$ cat config.mk
export PLATFORM = sky130hd
export DESIGN_NAME = busctl_top
export DESIGN_NICKNAME = d
export VERILOG_FILES = /design/src/rtl/busctl_pkg.sv /design/src/rtl/busctl_fsm.sv /design/src/rtl/busctl_drive.sv /design/src/rtl/busctl_rdcap.sv /design/src/rtl/busctl_top.sv
export SDC_FILE = /design/constraint.sdc
export NUM_CORES = 1
export LEC_CHECK = 0
export ABC_AREA = 1
export BUFFER_PORTS_ARGS = -buffer_cell sky130_fd_sc_hd__buf_2
export CAP_MARGIN = 25
export CORE_ASPECT_RATIO = 1.75
export CORE_MARGIN = 3
export CORE_UTILIZATION = 40
export DETAILED_ROUTE_END_ITERATION = 10
export GPL_TIMING_DRIVEN = 0
export PLACE_DENSITY = 0.77
export SKIP_CTS_REPAIR_TIMING = 1
export SLEW_MARGIN = 20
export SYNTH_ARGS = -nofsm -noshare
export SYNTH_HDL_FRONTEND = slang
export SYNTH_SLANG_ARGS = --single-unit
$ cat constraint.sdc
create_clock -name clk -period 3.36 [get_ports clk]
set_clock_uncertainty 0.05 [all_clocks]
set_input_delay 0.672 -clock clk [delete_from_list [all_inputs] [get_ports clk]]
set_output_delay 0.672 -clock clk [all_outputs]
set_load 0.02 [all_outputs]
$ cat src/rtl/busctl_pkg.sv
package busctl_pkg;
    // Bus cycle phases
    typedef enum logic [2:0] {
        ST_IDLE,
        ST_T1,
        ST_T2,
        ST_TW,
        ST_T3,
        ST_HELD
    } bus_state_e;
endpackage

$ cat src/rtl/busctl_fsm.sv
module busctl_fsm
    import busctl_pkg::*;
#(
    parameter int LANE_W = 8,
    localparam int ADDR_W = 2 * LANE_W
) (
    input  logic              clk,
    input  logic              rst_n,
    input  logic              core_req,
    input  logic              core_io,
    input  logic              core_wr,
    input  logic [ADDR_W-1:0] core_addr,
    input  logic [LANE_W-1:0] core_wdata,
    input  logic              bus_ready,
    input  logic              bus_hold,
    output bus_state_e        state,
    output logic              lat_io,
    output logic              lat_wr,
    output logic [ADDR_W-1:0] lat_addr,
    output logic [LANE_W-1:0] lat_wdata
);
    bus_state_e state_q, state_d;

    // Next-state decision
    always_comb begin
        state_d = state_q;
        unique case (state_q)
            ST_IDLE: begin
                if (bus_hold)      state_d = ST_HELD;
                else if (core_req) state_d = ST_T1;
            end
            ST_T1:   state_d = ST_T2;
            ST_T2:   state_d = bus_ready ? ST_T3 : ST_TW;
            ST_TW:   state_d = bus_ready ? ST_T3 : ST_TW;
            ST_T3:   state_d = bus_hold ? ST_HELD : ST_IDLE;
            ST_HELD: state_d = bus_hold ? ST_HELD : ST_IDLE;
            default: state_d = ST_IDLE;
        endcase
    end

    // State register and request capture
    always_ff @(posedge clk or negedge rst_n) begin
        if (!rst_n) begin
            state_q   <= ST_IDLE;
            lat_io    <= 1'b0;
            lat_wr    <= 1'b0;
            lat_addr  <= '0;
            lat_wdata <= '0;
        end else begin
            state_q <= state_d;
            if (state_q == ST_IDLE && state_d == ST_T1) begin
                lat_io    <= core_io;
                lat_wr    <= core_wr;
                lat_addr  <= core_addr;
                lat_wdata <= core_wdata;
            end
        end
    end

    assign state = state_q;
endmodule

$ cat src/rtl/busctl_drive.sv
module busctl_drive
    import busctl_pkg::*;
#(
    parameter int LANE_W = 8,
    localparam int ADDR_W = 2 * LANE_W
) (
    input  bus_state_e        state,
    input  logic              lat_io,
    input  logic              lat_wr,
    input  logic [ADDR_W-1:0] lat_addr,
    input  logic [LANE_W-1:0] lat_wdata,
    output logic              bus_ale,
    output logic              bus_rd_n,
    output logic              bus_wr_n,
    output logic              mem_sel,
    output logic [LANE_W-1:0] addr_hi,
    output logic [LANE_W-1:0] lane_out,
    output logic              lane_oe,
    output logic              ctl_oe,
    output logic              bus_hlda
);
    logic strobe_on;

    // Output decode per state
    always_comb begin
        bus_ale   = 1'b0;
        strobe_on = 1'b0;
        lane_oe   = 1'b0;
        lane_out  = lat_wdata;
        ctl_oe    = 1'b1;
        bus_hlda  = 1'b0;
        unique case (state)
            ST_IDLE: ;
            ST_T1: begin
                bus_ale  = 1'b1;
                lane_oe  = 1'b1;
                lane_out = lat_addr[LANE_W-1:0];
            end
            ST_T2, ST_TW, ST_T3: begin
                strobe_on = 1'b1;
                lane_oe   = lat_wr;
            end
            ST_HELD: begin
                ctl_oe   = 1'b0;
                bus_hlda = 1'b1;
            end
            default: ;
        endcase
    end

    assign bus_rd_n = !(strobe_on && !lat_wr);
    assign bus_wr_n = !(strobe_on && lat_wr);
    assign mem_sel  = !lat_io;
    assign addr_hi  = lat_io ? lat_addr[LANE_W-1:0] : lat_addr[ADDR_W-1:LANE_W];
endmodule

$ cat src/rtl/busctl_rdcap.sv
module busctl_rdcap
    import busctl_pkg::*;
#(
    parameter int LANE_W = 8
) (
    input  logic              clk,
    input  logic              rst_n,
    input  bus_state_e        state,
    input  logic              lat_wr,
    input  logic [LANE_W-1:0] lane_in,
    output logic              core_done,
    output logic [LANE_W-1:0] core_rdata
);
    always_ff @(posedge clk or negedge rst_n) begin
        if (!rst_n) begin
            core_done  <= 1'b0;
            core_rdata <= '0;
        end else begin
            core_done <= (state == ST_T3);
            if (state == ST_T3 && !lat_wr) core_rdata <= lane_in;
        end
    end
endmodule

$ cat src/rtl/busctl_top.sv
module busctl_top
    import busctl_pkg::*;
#(
    parameter int LANE_W = 8,
    localparam int ADDR_W = 2 * LANE_W
) (
    input  logic              clk,
    input  logic              rst_n,
    input  logic              core_req,
    input  logic              core_io,
    input  logic              core_wr,
    input  logic [ADDR_W-1:0] core_addr,
    input  logic [LANE_W-1:0] core_wdata,
    output logic              core_done,
    output logic [LANE_W-1:0] core_rdata,
    input  logic              bus_ready,
    input  logic              bus_hold,
    output logic              bus_hlda,
    output logic              bus_ale,
    output logic              bus_rd_n,
    output logic              bus_wr_n,
    output logic              mem_sel,
    output logic [LANE_W-1:0] addr_hi,
    output logic [LANE_W-1:0] lane_out,
    input  logic [LANE_W-1:0] lane_in,
    output logic              lane_oe,
    output logic              ctl_oe,
    output logic              rst_out
);
    bus_state_e        state;
    logic              lat_io, lat_wr;
    logic [ADDR_W-1:0] lat_addr;
    logic [LANE_W-1:0] lat_wdata;

    busctl_fsm #(.LANE_W(LANE_W)) u_fsm (
        .clk(clk), .rst_n(rst_n),
        .core_req(core_req), .core_io(core_io), .core_wr(core_wr),
        .core_addr(core_addr), .core_wdata(core_wdata),
        .bus_ready(bus_ready), .bus_hold(bus_hold),
        .state(state), .lat_io(lat_io), .lat_wr(lat_wr),
        .lat_addr(lat_addr), .lat_wdata(lat_wdata)
    );

    busctl_drive #(.LANE_W(LANE_W)) u_drive (
        .state(state), .lat_io(lat_io), .lat_wr(lat_wr),
        .lat_addr(lat_addr), .lat_wdata(lat_wdata),
        .bus_ale(bus_ale), .bus_rd_n(bus_rd_n), .bus_wr_n(bus_wr_n),
        .mem_sel(mem_sel), .addr_hi(addr_hi), .lane_out(lane_out),
        .lane_oe(lane_oe), .ctl_oe(ctl_oe), .bus_hlda(bus_hlda)
    );

    busctl_rdcap #(.LANE_W(LANE_W)) u_rdcap (
        .clk(clk), .rst_n(rst_n), .state(state), .lat_wr(lat_wr),
        .lane_in(lane_in), .core_done(core_done), .core_rdata(core_rdata)
    );

    // Peripherals follow the reset input
    assign rst_out = !rst_n;
endmodule

# Yosys cells after proc, flatten, opt, wreduce, memory -nomap -nowiden
# Index checks and enable logic that the tools add are counted.
[totals] register_bits=38 out_inout_bits=33 elab_cells=38
[op_classes] mux=12 eq_ne=6 reduce_logical=13
[op_table] cell="8-bit 2-to-1 mux" count=2
[op_table] cell="3-bit 2-to-1 mux" count=4
[op_table] cell="3-bit one-hot mux with 4 select lines" count=1
[op_table] cell="3-bit by 1-bit equality test with 1-bit output, second input constant" count=2
[op_table] cell="3-bit by 2-bit equality test with 1-bit output, second input constant" count=2
[op_table] cell="3-bit equality test, second input constant" count=2
[op_table] cell="1-bit zero test" count=5
[op_table] cell="1-bit logical AND" count=4
[op_table] cell="1-bit 2-to-1 mux" count=4
[op_table] cell="2-bit OR reduction" count=2
[op_table] cell="3-bit zero test" count=1
[op_table] cell="3-bit OR reduction" count=1
[op_table] cell="1-bit one-hot mux with 2 select lines" count=1

# Depth between registers and ports, before layout
[logic_depth] ltp_word=5 mapped_depth=8 mapped_depth_nobuf=7

# Cells and area by module
# From an unflattened synthesis, not the netlist that was laid out.
[unflattened] hier_cells=264 hier_area_um2=2178.3
[by_module_without_submodules] module="busctl_fsm" cells_each=164 n_inst=1 area_each_um2=1506.4 seq_area_each_um2=725.7
[by_module_without_submodules] module="busctl_rdcap" cells_each=38 n_inst=1 area_each_um2=389.1 seq_area_each_um2=225.2
[by_module_without_submodules] module="busctl_drive" cells_each=61 n_inst=1 area_each_um2=279.0 seq_area_each_um2=0.0
[by_module_without_submodules] module="busctl_top" cells_each=1 n_inst=1 area_each_um2=3.8 seq_area_each_um2=0.0

# Worst setup path after synthesis
# Ideal clock, no wire load.
[synth_timing] path_kind="reg2out" start="register u_fsm.state_q[1] (netlist: u_fsm.state[1])" end="output port lane_out[0]" slack_ns=1.162 path_stages_with_launch=5 path_buffers=1 arrival_time_ns=1.476 path_cell_list="dfrtp_1 nor3_2 inv_2 buf_6 o21ai_2"
[synth_via] elab_chain_len=2
[synth_rtl] item="start, declared" line="busctl_fsm.sv:22" text="bus_state_e state_q, state_d;"
[synth_rtl] item="start signal, assigned" line="busctl_fsm.sv:50" text="state_q <= state_d;"
[synth_rtl] item="3-bit by 1-bit equality test with 1-bit output" line="busctl_drive.sv:32" text="unique case (state)"
[synth_rtl] item="8-bit 2-to-1 mux" line="busctl_drive.sv:32"
[synth_rtl] item="end, declared" line="busctl_top.sv:24" text="output logic [LANE_W-1:0] lane_out,"
# No other way between the ends.

# Worst setup path after layout
[layout_timing] start="register u_fsm.state_q[1] (netlist: u_fsm.state[1])" end="output port lane_out[5]"
# The elaborated chain is that of the path after synthesis.

==> run_results.csv <==
group,metric,value,unit
placed_design,hpwlAfterDp,3.79,mm
timing,layout_worst_path_cycle_share,79.1,%
power,ir_drop,542,uV
detailed_routing,routed-via-count,1777,
critical_path,path_cells,"nor3_2, inv_2, buf_6, o21ai_2, buf_2",
finish,fill_cells,472,
power,power_switching,1320,uW
detailed_routing,drt-vias-per-instance,4.96,
finish,final_cell_mix,"nand2_1 (86), buf_2 (75), dfrtp_1 (38)",
power,power_leakage,0.00140,uW
timing,hold_viol,0,
placed_design,place.gp.congestion,0.873,
timing,drv_slew,0,
cts,htreeDepth,2,
cts,clock-sinks,38,
finish,drive_above_1_share,41.5,%
floorplanning,coreArea,4710,um^2
placed_design,placed_cells,350,
power,power_density,1090,nW/um^2
logic_synthesis,async_reset_ff_share,100,%
critical_path,cp_slowest_cell,"nor3_2",
logic_synthesis,synth-main-ff-cell,"dfrtp_1",
cts,cts_root_buffer,"clkbuf_8",
detailed_routing,drtIter0Drc,77,
cts,clk_latency,290,ps
logic_synthesis,yosys_warnings,0,
timing,fin_crit,2660,ps
critical_path,worst-endpoint-arrival,1940,ps
floorplanning,pin_count,72,
critical_path,worstSetupStartpointType,"flop",
power,power_frac_comb,56.8,%
floorplanning,die-area,5800,um^2
global_routing,grt_usage,18.4,%
detailed_routing,antenna_left,0,
critical_path,worst-path-max-fanout,10,
global_routing,grt_pass1_vias,1749,
finish,postLayoutCoreUtil,52.5,%
detailed_routing,wl_met2,2.56,mm
detailed_routing,drt_first_pass_iters,4,
cts,numCtsBuffers,5,
floorplanning,die_height,98.6,um
logic_synthesis,synth_area_leaders,"dfrtp_1 (49%), nand2_1 (16%), nand4_1 (8.3%), nand2_2 (7.7%), nand3_1 (2.6%)",
detailed_routing,wire_per_inst,13.5,um
finish,diodes,0,
power,internal_power,1380,uW
finish,final_common_cell,"nand2_1",
power,power_frac_seq,31.4,%
critical_path,setup.worst_path.end_class,"primary output",
hold_path,hp-class,"flop to flop",
finish,instances_no_fill,358,
logic_synthesis,synth_cell_type_count,24,
timing,worst_pin_slew,864,ps
logic_synthesis,synth_edf_count,0,
logic_synthesis,synth_nets,266,
timing,setup_tns,0,ps
critical_path,crit_required,2640,ps
timing,slew-limit-headroom,42.4,%
detailed_routing,drc,0,
logic_synthesis,syn_inst,227,
detailed_routing,wl,4.85,mm
cts,cts_tree,"done",
critical_path,worstPathBufferInverterCount,3,
logic_synthesis,synth_area_per_cell,8.63,um^2
logic_synthesis,synth_area,1960,um^2
finish,final_nets,344,
global_routing,grt_max_degree,40,
timing,setup-violations-final,0,
floorplanning,initial_core_util,41.6,%
logic_synthesis,synth_top_cell_area_share,48.6,%
detailed_routing,wl_met1,1.81,mm
critical_path,crit_type,"flop to primary output",
timing,rsz0062_at_grt,"no",
global_routing,antenna_found_initial,0,
logic_synthesis,ys_seq_area_share,48.6,%
critical_path,cp_slowest_stage_delay,510,ps
floorplanning,rows,33,
logic_synthesis,synth_seq_cells,38,
cts,clock_path_buffers,2,
logic_synthesis,synth_top_cell_by_area,"dfrtp_1",
power,p_clk_share,11.8,%
power,p_sw_share,48.9,%
detailed_routing,wl_met3,326,um
finish,area.growth.synth_to_final,26.1,%
detailed_routing,highest_layer,"met4",
job,cap_violations,0,
critical_path,path_delay_family,"buffers and inverters",
timing,max_freq,376,MHz
global_routing,grt_pass1_wl,8.15,mm
cts,path_clk_slew,80,ps
placed_design,numPortBuffers,71,
global_routing,grt_remaining_overflow,0,
run_status,status,"finished, final reports clean",
floorplanning,fp.dieW,58.9,um
## per-layer routing
metal  global-route usage, %  vias to the layer above
met5                       0                        -
li1                        -                      893
met4                    10.3                        0
met3                    2.75                       10
met1                    20.5                      805
met2                    31.9                       69
## flip-flops by register name (all words and copies together), names as in the netlist
name                flops
u_fsm.lat_addr         16
u_rdcap.core_done       1
u_fsm.lat_wr            1
u_fsm.state             3
u_rdcap.core_rdata      8
u_fsm.lat_wdata         8
u_fsm.lat_io            1
## power by group through the flow
stage	Clock (uW)	Combinational, uW	Sequential (uW)
after floorplan	0	1050	893
after global placement	0	1520	849
after detailed placement	0	1550	856
after CTS	324	1560	850
after global routing	343	1710	880
final	318	1540	849
## cells by family after synthesis
logic type      synth area share [%]
flops                           48.6
simple gates                    40.1
buf+inv                         8.31
compound gates                  3.07
## final cells by class
class	instances	area, um^2	share of cell area [%]
clock inverter	1	5.00	0.203
buffer	11	108	4.36
timing repair buffer	71	355	14.4
clock buffer	7	86.3	3.50
sequential	38	951	38.5
tap	52	65.1	2.63
inverter	14	55.1	2.23
multi-input combinational	164	845	34.2
## cell usage after synthesis (2+ instances only)
cell type  number
buf_8           2
o21ai_2         4
nand3_1        10
nand2_2        24
buf_6           3
inv_1           8
inv_2           4
nand4_1        26
nand2_1        86
dfrtp_1        38
nand3b_1        2
buf_2           4
o21ai_0         5
## worst min-delay path, cell delays in order (launching register included)
cell	delay (ps)
dfrtp_1	340
nand2_1	50
nand2_1	50
## worst paths after layout
kind                                  startpoint               endpoint  slack, ps  cells past startpoint
max in group asynchronous                  rst_n     u_fsm.lat_addr[11]       2270                      1
max reg2reg                       u_fsm.state[1]     u_fsm.lat_wdata[5]       1860                      7
min reg2reg                u_rdcap.core_rdata[3]  u_rdcap.core_rdata[3]        420                      2
min                        u_rdcap.core_rdata[3]  u_rdcap.core_rdata[3]        420                      2
min in group asynchronous                  rst_n  u_rdcap.core_rdata[1]        440                      1
max                               u_fsm.state[1]            lane_out[5]        700                      5
## metrics by stage
step           hold slack, ps  setup slack, ps  total power [uW]  cell area, um^2
5_1_grt                   427              622              2930             2470
3_5_place_dp              403              996              2400             2380
3_3_place_gp              399             1010              2370             2380
6_report                  417              701              2700             2470
4_1_cts                   421              706              2730             2470
2_1_floorplan             326             1160              1940             1960
(Power assumes the default switching activity.)
